<file path="config.mk">
export PLATFORM = sky130hd
export DESIGN_NAME = half_word_reg_bridge
export DESIGN_NICKNAME = d
export VERILOG_FILES = /design/src/rtl/hwb_pkg.sv /design/src/rtl/hwb_access_decode.sv /design/src/rtl/hwb_write_stage.sv /design/src/rtl/hwb_read_stage.sv /design/src/rtl/half_word_reg_bridge.sv
export SDC_FILE = /design/constraint.sdc
export NUM_CORES = 1
export LEC_CHECK = 0
export BUFFER_PORTS_ARGS = -buffer_cell sky130_fd_sc_hd__buf_4
export CORE_ASPECT_RATIO = 1.75
export CORE_MARGIN = 3
export CORE_UTILIZATION = 40
export CTS_BUF_LIST = sky130_fd_sc_hd__clkbuf_2 sky130_fd_sc_hd__clkbuf_4 sky130_fd_sc_hd__clkbuf_8
export DETAILED_ROUTE_END_ITERATION = 8
export PLACE_DENSITY = 0.66
export SLEW_MARGIN = 10
export SYNTH_ARGS = -nofsm -noshare
export SYNTH_HDL_FRONTEND = slang
export SYNTH_SLANG_ARGS = --single-unit
</file>
<file path="constraint.sdc">
create_clock -name clk -period 1.8 [get_ports clk]
set_input_delay 0.09 -clock clk [delete_from_list [all_inputs] [get_ports clk]]
set_output_delay 0.09 -clock clk [all_outputs]
set_load 0.01 [all_outputs]
</file>
<file path="src/rtl/hwb_pkg.sv">
package hwb_pkg;

  typedef enum logic [2:0] {
    ACC_IDLE  = 3'd0,
    ACC_WR_LO = 3'd1,
    ACC_WR_HI = 3'd2,
    ACC_RD_LO = 3'd3,
    ACC_RD_HI = 3'd4,
    ACC_BAD   = 3'd5
  } acc_kind_e;

  // Sort one bus cycle into the action the bridge takes for it.
  function automatic acc_kind_e classify(input logic rd, input logic wr,
                                         input logic byte_acc, input logic hi);
    acc_kind_e k;
    if (!rd && !wr)                k = ACC_IDLE;
    else if (byte_acc || (rd && wr)) k = ACC_BAD;
    else if (wr)                   k = hi ? ACC_WR_HI : ACC_WR_LO;
    else                           k = hi ? ACC_RD_HI : ACC_RD_LO;
    return k;
  endfunction

  function automatic logic is_word_access(input acc_kind_e k);
    return (k == ACC_WR_HI) || (k == ACC_RD_LO);
  endfunction

  function automatic logic is_good_read(input acc_kind_e k);
    return (k == ACC_RD_LO) || (k == ACC_RD_HI);
  endfunction

endpackage

</file>
<file path="src/rtl/hwb_access_decode.sv">
module hwb_access_decode
  import hwb_pkg::*;
#(
  parameter int ADDR_W   = 8,
  parameter int HALF_SEL = 1
) (
  input  logic [ADDR_W-1:0] bus_addr,
  input  logic              bus_rd,
  input  logic              bus_wr,
  input  logic              bus_byte,
  output acc_kind_e         kind,
  output logic              ev_word,
  output logic              ev_bad,
  output logic [ADDR_W-1:0] word_addr
);

  localparam logic [ADDR_W-1:0] HALF_MASK = ADDR_W'(1) << HALF_SEL;

  function automatic logic [ADDR_W-1:0] to_word(input logic [ADDR_W-1:0] a);
    return a & ~HALF_MASK;
  endfunction

  always_comb begin
    kind      = classify(bus_rd, bus_wr, bus_byte, bus_addr[HALF_SEL]);
    ev_word   = is_word_access(kind);
    ev_bad    = (kind == ACC_BAD);
    word_addr = to_word(bus_addr);
  end

endmodule

</file>
<file path="src/rtl/hwb_write_stage.sv">
module hwb_write_stage
  import hwb_pkg::*;
#(
  parameter int HALF_W = 16
) (
  input  logic                clk,
  input  logic                rst_n,
  input  acc_kind_e           kind,
  input  logic [HALF_W-1:0]   wdata,
  output logic [HALF_W-1:0]   held_lo,
  output logic                we_q,
  output logic [2*HALF_W-1:0] word_q
);

  localparam int WORD_W = 2 * HALF_W;

  function automatic logic [WORD_W-1:0] merge(input logic [HALF_W-1:0] hi,
                                              input logic [HALF_W-1:0] lo);
    return {hi, lo};
  endfunction

  logic park_lo;
  logic commit;

  assign park_lo = (kind == ACC_WR_LO);
  assign commit  = (kind == ACC_WR_HI);

  always_ff @(posedge clk or negedge rst_n) begin
    if (!rst_n) begin
      held_lo <= '0;
    end else if (park_lo) begin
      held_lo <= wdata;
    end
  end

  always_ff @(posedge clk or negedge rst_n) begin
    if (!rst_n) begin
      we_q   <= 1'b0;
      word_q <= '0;
    end else begin
      we_q <= commit;
      if (commit) word_q <= merge(wdata, held_lo);
    end
  end

endmodule

</file>
<file path="src/rtl/hwb_read_stage.sv">
module hwb_read_stage
  import hwb_pkg::*;
#(
  parameter int HALF_W = 16
) (
  input  logic                clk,
  input  logic                rst_n,
  input  acc_kind_e           kind,
  input  logic [2*HALF_W-1:0] word_in,
  output logic                re_q,
  output logic                rd_pend,
  output logic [HALF_W-1:0]   kept_hi,
  output logic [HALF_W-1:0]   rdata_q
);

  localparam int WORD_W = 2 * HALF_W;

  function automatic logic [HALF_W-1:0] low_of(input logic [WORD_W-1:0] w);
    return w[HALF_W-1:0];
  endfunction

  function automatic logic [HALF_W-1:0] high_of(input logic [WORD_W-1:0] w);
    return w[WORD_W-1:HALF_W];
  endfunction

  logic pend_lo;

  // Stage 1: issue the word read for low loads, remember which half is due.
  always_ff @(posedge clk or negedge rst_n) begin
    if (!rst_n) begin
      re_q    <= 1'b0;
      rd_pend <= 1'b0;
      pend_lo <= 1'b0;
    end else begin
      re_q    <= (kind == ACC_RD_LO);
      rd_pend <= is_good_read(kind);
      pend_lo <= (kind == ACC_RD_LO);
    end
  end

  // Stage 2: capture the word, or serve the kept upper half.
  always_ff @(posedge clk or negedge rst_n) begin
    if (!rst_n) begin
      kept_hi <= '0;
      rdata_q <= '0;
    end else if (rd_pend) begin
      if (pend_lo) begin
        rdata_q <= low_of(word_in);
        kept_hi <= high_of(word_in);
      end else begin
        rdata_q <= kept_hi;
      end
    end
  end

endmodule

</file>
<file path="src/rtl/half_word_reg_bridge.sv">
module half_word_reg_bridge
  import hwb_pkg::*;
#(
  parameter int ADDR_W = 8,
  parameter int HALF_W = 16
) (
  input  logic                clk,
  input  logic                rst_n,
  input  logic [ADDR_W-1:0]   bus_addr,
  input  logic [HALF_W-1:0]   bus_wdata,
  input  logic                bus_rd,
  input  logic                bus_wr,
  input  logic                bus_byte,
  output logic [HALF_W-1:0]   bus_rdata,
  output logic                bus_err,
  output logic [ADDR_W-1:0]   reg_addr,
  output logic [2*HALF_W-1:0] reg_wdata,
  output logic                reg_we,
  output logic                reg_re,
  input  logic [2*HALF_W-1:0] reg_rdata
);

  localparam int HALF_SEL = $clog2(HALF_W / 8);

  acc_kind_e         kind;
  logic              ev_word;
  logic              ev_bad;
  logic [ADDR_W-1:0] word_addr;
  logic [HALF_W-1:0] held_lo;
  logic [HALF_W-1:0] kept_hi;
  logic              rd_pend;

  hwb_access_decode #(
    .ADDR_W   (ADDR_W),
    .HALF_SEL (HALF_SEL)
  ) u_decode (
    .bus_addr  (bus_addr),
    .bus_rd    (bus_rd),
    .bus_wr    (bus_wr),
    .bus_byte  (bus_byte),
    .kind      (kind),
    .ev_word   (ev_word),
    .ev_bad    (ev_bad),
    .word_addr (word_addr)
  );

  hwb_write_stage #(
    .HALF_W (HALF_W)
  ) u_write (
    .clk     (clk),
    .rst_n   (rst_n),
    .kind    (kind),
    .wdata   (bus_wdata),
    .held_lo (held_lo),
    .we_q    (reg_we),
    .word_q  (reg_wdata)
  );

  hwb_read_stage #(
    .HALF_W (HALF_W)
  ) u_read (
    .clk     (clk),
    .rst_n   (rst_n),
    .kind    (kind),
    .word_in (reg_rdata),
    .re_q    (reg_re),
    .rd_pend (rd_pend),
    .kept_hi (kept_hi),
    .rdata_q (bus_rdata)
  );

  always_ff @(posedge clk or negedge rst_n) begin
    if (!rst_n) begin
      reg_addr <= '0;
      bus_err  <= 1'b0;
    end else begin
      bus_err <= ev_bad;
      if (ev_word) reg_addr <= word_addr;
    end
  end

endmodule

</file>
==> qor.csv, run 1 <==
stage,metric,value,unit
setup_path,RR Endpoint,u_read.kept_hi[2],
die,row count,45,
placed_design,Final HPWL DP,5.35,mm
setup_path,reg2reg start,u_read.rd_pend,
setup_path,Crit path largest cell delay,0.57,ns
die,core area,8730,um^2
synth,Post-Syn Area per Cell,14.8,um^2
job,max cap viols,0,
sta,Final Cycle Share,0.869,
setup_path,startpoint types,input port,
grt,largest net degree at the start of global routing,41,
drt,WL/cell,14.9,um
clocking,CTS tree,built,
power,P_leak,0.00249,uW
clocking,total CTS buffers,9,
sta,setup ws final,0.236,ns
drt,Initial DRT Pass Iterations,4,
outcome,status,finished clean,
synth,cell count after synthesis,243,
worst_hold_path,worst hold start,reg_rdata[8],
die,die area,10200,um^2
placed_design,IO buf count,118,
sta,"Hold Vio Cnt, Final",0,
cells_and_area,fin cells,531,
die,die width,77.7,um
cells_and_area,Ant. Diodes,0,
grt,total global-route track usage,0.167,
cells_and_area,layout cells sized above 1,0.522,
power,Overall Power,6600,uW
synth,number of synthesized register bits,91,
placed_design,Post-DP Area,4630,um^2
clocking,Clock transition at path regs,0.09,ns
drt,detailed router's first-iteration violation count,82,
synth,Most used DFF post-synth,dfrtp_1,
synth,asr flop ratio synth,1.00,
setup_path,WP data arrival,1.80,ns
die,initial core utilization,0.412,
setup_path,FF-to-FF path depth,3,
synth,Post-synth EDFFs,0,
drt,Final ANT Viol Nets,0,
drt,Routed Wire Length,7.92,mm
synth,"top cells by area, synth","dfrtp_1, mux2_2, mux2i_1",
clocking,clk root buf,clkbuf_8,
grt,vias in the first global route,2758,
sta,Sum Neg Setup Slack,0,ns
placed_design,dpl ws,0.110,ns
synth,Synthesized Nets,305,
sta,Final Max Slew Viols,0,
synth,register area share after synthesis,0.633,
drt,vias per cell,4.71,
setup_path,crit-path max FO,8,
grt,first-pass GRT wire length,13.2,mm
placed_design,dpl cells,474,
sta,Final Skew,0.0117,ns
sta,final worst path period need,1.56,ns
clocking,# Post-CTS Setup Buffers,0,
drt,DRC violations left,0,
sta,setup violators final,0,
synth,Synth top cells by count,"dfrtp_1, mux2_2, nor2_1",
clocking,H-tree Lvls,3,
die,I/O pin cnt,120,
power,worst vdd ir,0.760,mV
clocking,Longest Clk Path Bufs,2,
cells_and_area,area growth from synthesis to layout,47.2,%
cells_and_area,nets@finish,472,
synth,largest area contributor in the netlist,dfrtp_1,
synth,most common cell in the synthesized netlist,dfrtp_1,
setup_path,Critical Path RT,2.04,ns
grt,GRT overflow,0,
setup_path,Setup Crit Path Kind,input port to register,
setup_path,reg2reg setup slack,0.63,ns
clocking,post-cts gate resize count,0,
placed_design,Final GP Congestion,0.696,
synth,top cell type's share of synthesized area,0.633,
clocking,# hold bufs at CTS,42,
drt,via count,2503,
cells_and_area,fin area,5300,um^2
clocking,Sink Count,91,
setup_path,Worst setup EP type,register,
die,Die Span Y,131,um
sta,Max Fclk,639,MHz
sta,RSZ-0062 raised after global routing,false,
worst_hold_path,Min-Delay Endpoint,u_read.rdata_q[8],
synth,Synth Cell Area,3600,um^2
synth,Ys Warns,0,
grt,initial antenna violation count,0,
power,pwr/cell area,1250,nW/um^2
setup_path,"Critical Path, Cell by Cell",dlygate4sd3_1 -> buf_4 -> nor3b_1 -> nand2_1 -> mux2_2,
worst_hold_path,Hold Path Stages,3,
setup_path,crit path max-delay cell type,dlygate4sd3_1,
worst_hold_path,hold crit path type,input port to register,
synth,Yosys cell types,21,
clocking,worst-skew pair later-pin latency,0.36,ns
kinds of logic after synthesis:
| kind of cell | synth area share |
|---|---|
| other cells | 0.00104 |
| xor+xnor | 0.00452 |
| mux | 0.267 |
| compound gates | 0.0275 |
| flops | 0.633 |
| fa+ha+maj | 0.00626 |
| simple gates | 0.0351 |
| buf+inv | 0.0261 |
state kept, by name, indices dropped and copies added, names as in the netlist:
name / cells
bus_err: 1
reg_addr: 7
u_read.kept_hi: 16
u_read.rd_pend: 1
u_read.rdata_q: 16
u_read.re_q: 1
u_write.held_lo: 16
u_write.we_q: 1
u_write.word_q: 32
metal layers:
layer | vias to the layer above | part of all wire | global-route usage
met2 | 82 | 0.54 | 0.292
met3 | 11 | 0.053 | 0.0473
met1 | 1228 | 0.39 | 0.187
met5 | - | 0 | 0
li1 | 1182 | - | -
met4 | 0 | 0.019 | 0.0663
worst max-delay path: cells and delay by family:
family        cells  cell delay, ns
buf+inv           2            0.73
mux               1            0.36
simple gates      2            0.62
power by group:
group / leakage (uW) / total [uW] / internal [uW] / switching, uW
logic: 0.00129 / 1930 / 1170 / 763
registers: 0.00108 / 3000 / 2680 / 321
clock network: 0.000123 / 1670 / 971 / 696
metrics by stage:
step | hold slack [ns] | utilization
4_1_cts | 0.0123 | 0.607
2_1_floorplan | -0.206 | -
3_3_place_gp | 0.0471 | 0.531
3_5_place_dp | 0.0520 | 0.531
6_report | 0.0265 | 0.607
5_1_grt | 0.0270 | 0.607
worst max-delay path by stage:
stage,to,slack (ns),cells past startpoint,start
floorplan,u_read.kept_hi[10],0.32,4,u_read.re_q
global placement,reg_addr[0],0.21,6,bus_wr
detailed placement,reg_addr[0],0.11,6,bus_wr
CTS,reg_addr[5],0.28,5,bus_byte
global route,reg_addr[5],0.17,5,bus_byte
finish,reg_addr[5],0.24,5,bus_byte
final cells by class:
cell class,count,area [um^2]
Timing Repair Buffer,168,1390
Clock buffer,11,145
Clock inverter,4,98.8
Multi-Input combinational cell,137,1230
Inverter,3,11.3
Fill cell,714,3430
Tap cell,117,146
Sequential cell,91,2280
placed cells by master (no fill, tap or decap), drive strengths merged, types with 4 or more instances in the layout:
master and count:
mux2i 16, mux2 71, buf 126, a21oi 17, nor2 18, nand2 4, dfrtp 91, dlygate4sd3 42
clkbuf 11
Power figures use the tool's default switching activity.
==> run 2: changes to the inputs <==
--- a/config.mk
+++ b/config.mk
@@ -11,8 +11,8 @@
 export CORE_UTILIZATION = 40
 export CTS_BUF_LIST = sky130_fd_sc_hd__clkbuf_2 sky130_fd_sc_hd__clkbuf_4 sky130_fd_sc_hd__clkbuf_8
 export DETAILED_ROUTE_END_ITERATION = 8
-export PLACE_DENSITY = 0.66
 export SLEW_MARGIN = 10
 export SYNTH_ARGS = -nofsm -noshare
 export SYNTH_HDL_FRONTEND = slang
+export SYNTH_HIERARCHICAL = 1
 export SYNTH_SLANG_ARGS = --single-unit
==> run 2 against run 1 <==
  * Global-route usage down 0.27 points
  * Worst hold slack better by 0.0091 ns
  * Via count about the same
  * Synthesized cell count up 4.1%
  * Synthesized area up 6.8%
  * Die area up 6.4%
  * Utilization down 0.17 points
  * Cell count up 1.9%
  * Critical path depth up 3
  * Routed wire length up 4.8%
  * Clock power down 14%
  * Combinational power up 5%
==> qor.csv, run 2 <==
stage,metric,value,unit,change
outcome,status,finished clean,,
power,Switching Fraction,0.273,,+0.00310
drt,DR WL met2,4.44,mm,+3.3%
power,pwr/cell area,1160,nW/um^2,-6.9%
sta,setup ws final,0.201,ns,-0.0346 ns
die,initial core utilization,0.418,,+0.00520
die,die area,10900,um^2,+6.4%
cells_and_area,Largest register FFs,32,,unchanged
power,sequential power share,0.463,,+0.008
synth,Ys Warns,6,,+6
setup_path,startpoint types,input port,,
sta,final worst path period need,1.60,ns,+0.0346 ns
sta,Max Fclk,626,MHz,-2.2%
synth,Yosys cell types,28,,+33%
grt,initial antenna violation count,0,,unchanged
drt,metal3 WL,414,um,-0.96%
setup_path,Setup Crit Path Kind,input port to register,,
placed_design,dpl ws,-0.176,ns,-0.286 ns
synth,Synthesized Nets,315,,+3.3%
synth,largest area contributor in the netlist,dfrtp_1,,
clocking,# Post-CTS Setup Buffers,0,,unchanged
sta,setup violators final,0,,unchanged
grt,first-pass GRT wire length,13.6,mm,+2.8%
grt,vias in the first global route,2741,,-0.62%
setup_path,Crit path largest cell delay,0.36,ns,-0.21 ns
setup_path,reg2reg start,u_read/pend_lo,,
clocking,post-cts gate resize count,0,,unchanged
worst_hold_path,hold crit path type,input port to register,,
drt,Routed Wire Length,8.30,mm,+4.8%
synth,top cell type's share of synthesized area,0.599,,-0.0341
placed_design,dpl cells,488,,+3.0%
sta,Slew @ Worst Pin,0.567,ns,
clocking,Longest Clk Path Bufs,2,,unchanged
placed_design,Final GP Congestion,0.679,,-2.4%
clocking,Clock transition at path regs,0.08,ns,about the same
clocking,CTS tree,built,,
setup_path,Critical Path RT,2.04,ns,about the same
job,max cap viols,0,,unchanged
die,die width,80.1,um,+3.1%
power,Switching Power,1760,uW,-0.92%
setup_path,crit path launch,bus_wr,,
synth,register area share after synthesis,0.599,,-0.0341
power,Int Pwr,4700,uW,-2.5%
power,combinational power share,0.314,,+0.022
die,Die Span Y,136,um,+3.2%
setup_path,crit-path max FO,25,,+17
cells_and_area,area growth from synthesis to layout,45.0,%,
sta,Slew headroom,0.622,,
drt,via count,2504,,+0.040%
sta,Final Cycle Share,0.888,,+0.0192
cells_and_area,most frequent cells in the layout,"buf_4, dfrtp_1, dlygate4sd3_1",,
grt,GRT overflow,0,,unchanged
synth,Synth Cell Area,3840,um^2,+6.8%
setup_path,crit path max-delay cell type,maj3_2,,
drt,Final ANT Viol Nets,0,,unchanged
synth,"top cells by area, synth","dfrtp_1, mux2_2, mux2_4",,
sta,"Hold Vio Cnt, Final",0,,unchanged
sta,Final Max Slew Viols,0,,unchanged
cells_and_area,"leading cell type in the layout, fill and taps excluded",buf_4,,
drt,max layer used,met4,,
drt,wl on met1,3.31,mm,+8.4%
die,I/O pin cnt,120,,unchanged
cells_and_area,Top reg by flops,u_write/word_q,,
drt,DRC violations left,0,,unchanged
placed_design,IO buf count,119,,+0.85%
synth,most common cell in the synthesized netlist,dfrtp_1,,
placed_design,Final HPWL DP,5.82,mm,+8.8%
clocking,Sink Count,92,,+1.1%
power,P_leak,0.00263,uW,+5.6%
sta,Final Skew,0.00554,ns,-0.00619 ns
setup_path,Worst setup EP type,register,,
synth,asr flop ratio synth,1.00,,unchanged
drt,vias per cell,4.63,,-1.8%
sta,RSZ-0062 raised after global routing,false,,
clocking,worst-skew pair later-pin latency,0.35,ns,about the same
drt,WL/cell,15.3,um,+2.8%
synth,Synth top cells by count,"dfrtp_1, mux2_2, mux2_4",,
power,Clk network pwr share,0.223,,-0.030
setup_path,WP data arrival,1.84,ns,+0.04 ns
cells_and_area,fin cells,541,,+1.9%
clocking,# hold bufs at CTS,40,,-4.8%
cells_and_area,layout cells sized above 1,0.542,,+0.0198
synth,number of synthesized register bits,92,,+1.1%
die,core area,9210,um^2,+5.5%
clocking,total CTS buffers,9,,unchanged
worst_hold_path,worst hold start,reg_rdata[10],,
clocking,H-tree Lvls,3,,unchanged
power,worst vdd ir,0.848,mV,+12%
setup_path,"Critical Path, Cell by Cell",buf_4 -> inv_12 -> ha_4 -> or2_1 -> maj3_2 -> nor3b_4 -> buf_12 -> mux2_2,,
grt,total global-route track usage,0.164,,-0.00272
synth,Most used DFF post-synth,dfrtp_1,,
cells_and_area,nets@finish,481,,+1.9%
die,row count,46,,+2.2%
drt,Initial DRT Pass Iterations,4,,unchanged
cells_and_area,Ant. Diodes,0,,unchanged
synth,Post-Syn Area per Cell,15.2,um^2,+2.6%
clocking,clk root buf,clkbuf_8,,
grt,largest net degree at the start of global routing,43,,+4.9%
synth,cell count after synthesis,253,,+4.1%
synth,Post-synth EDFFs,0,,unchanged
drt,detailed router's first-iteration violation count,78,,-4.9%
-- run 2: cell types whose count changed after synthesis, moves of 2 or more --
cell,previous run,this run
mux2_2,71,53
buf_4,1,10
nand3_2,2,0
nand2_1,4,1
mux2_4,0,18
inv_1,3,1
nand2b_1,0,2
nor3b_4,0,2
clkbuf_1,4,0
-- run 2: cell type report --
type                            instances  area [um^2]
Sequential cell                        92         2300
Multi-Input combinational cell        140         1450
Clock inverter                          3         65.1
Clock buffer                           10          131
Tap cell                              120          150
Fill cell                             743         3630
Timing Repair Buffer                  175         1460
Inverter                                1         16.3
-- run 2: per-stage QoR --
stage	utilization	TNS (ns)	instance area, um^2	hold slack [ns]	power [uW]
finish	0.605	0	5570	0.0356	6460
global route	0.605	0	5570	0.0197	6850
CTS	0.605	0	5570	0.0118	6570
detailed placement	0.540	-6.42	4980	0.136	5030
global placement	0.540	-5.66	4980	0.126	4980
floorplan	-	-0.279	3940	-0.206	3970
-- run 2: final timing paths --
check / end / depth (start not counted) / slack [ns]
worst max-delay path: u_write/word_q[23] / 8 / 0.20
worst min-delay path: u_read/rdata_q[10] / 3 / 0.04
worst max register to register: u_read/rdata_q[14] / 3 / 0.57
worst min register to register: u_write/word_q[2] / 1 / 0.50
max in group asynchronous: u_read/rdata_q[7] / 3 / 0.98
min in group asynchronous: u_write/held_lo[6] / 2 / 0.27
-- run 2: cells by family (layout without fill, tap and decap cells) --
family,count (synthesis),count (layout),share of synthesized area
adders and majority gates,4,4,0.0114
AOI/OAI and AO/OA,17,17,0.0225
other,1,1,0.000975
muxes,88,88,0.270
buffers and inverters,21,189,0.0452
and+or+nand+nor,29,29,0.0488
DFF,92,92,0.599
xor gates and xnor gates,1,1,0.00228
-- run 2: layer usage --
layer | up-vias | GRT usage
met3 | 9 | 0.0439
met2 | 72 | 0.275
met5 | - | 0
li1 | 1205 | -
met1 | 1218 | 0.199
met4 | 0 | 0.0620
-- run 2: power by group through the flow --
| stage | registers, uW | logic [uW] | clock network [uW] |
|---|---|---|---|
| 2_1_floorplan | 3180 | 795 | 0 |
| 3_3_place_gp | 3020 | 1950 | 0 |
| 3_5_place_dp | 3040 | 1990 | 0 |
| 4_1_cts | 3010 | 2060 | 1500 |
| 5_1_grt | 3070 | 2190 | 1590 |
| 6_report | 3000 | 2030 | 1440 |
-- run 2: critical path: cells and delay by family --
kind                     cells  cell delay, ns
multiplexers                 1            0.35
AND/OR/NAND/NOR              2            0.49
buffers and inverters        3            0.38
adder cells (fa/ha/maj)      2            0.50
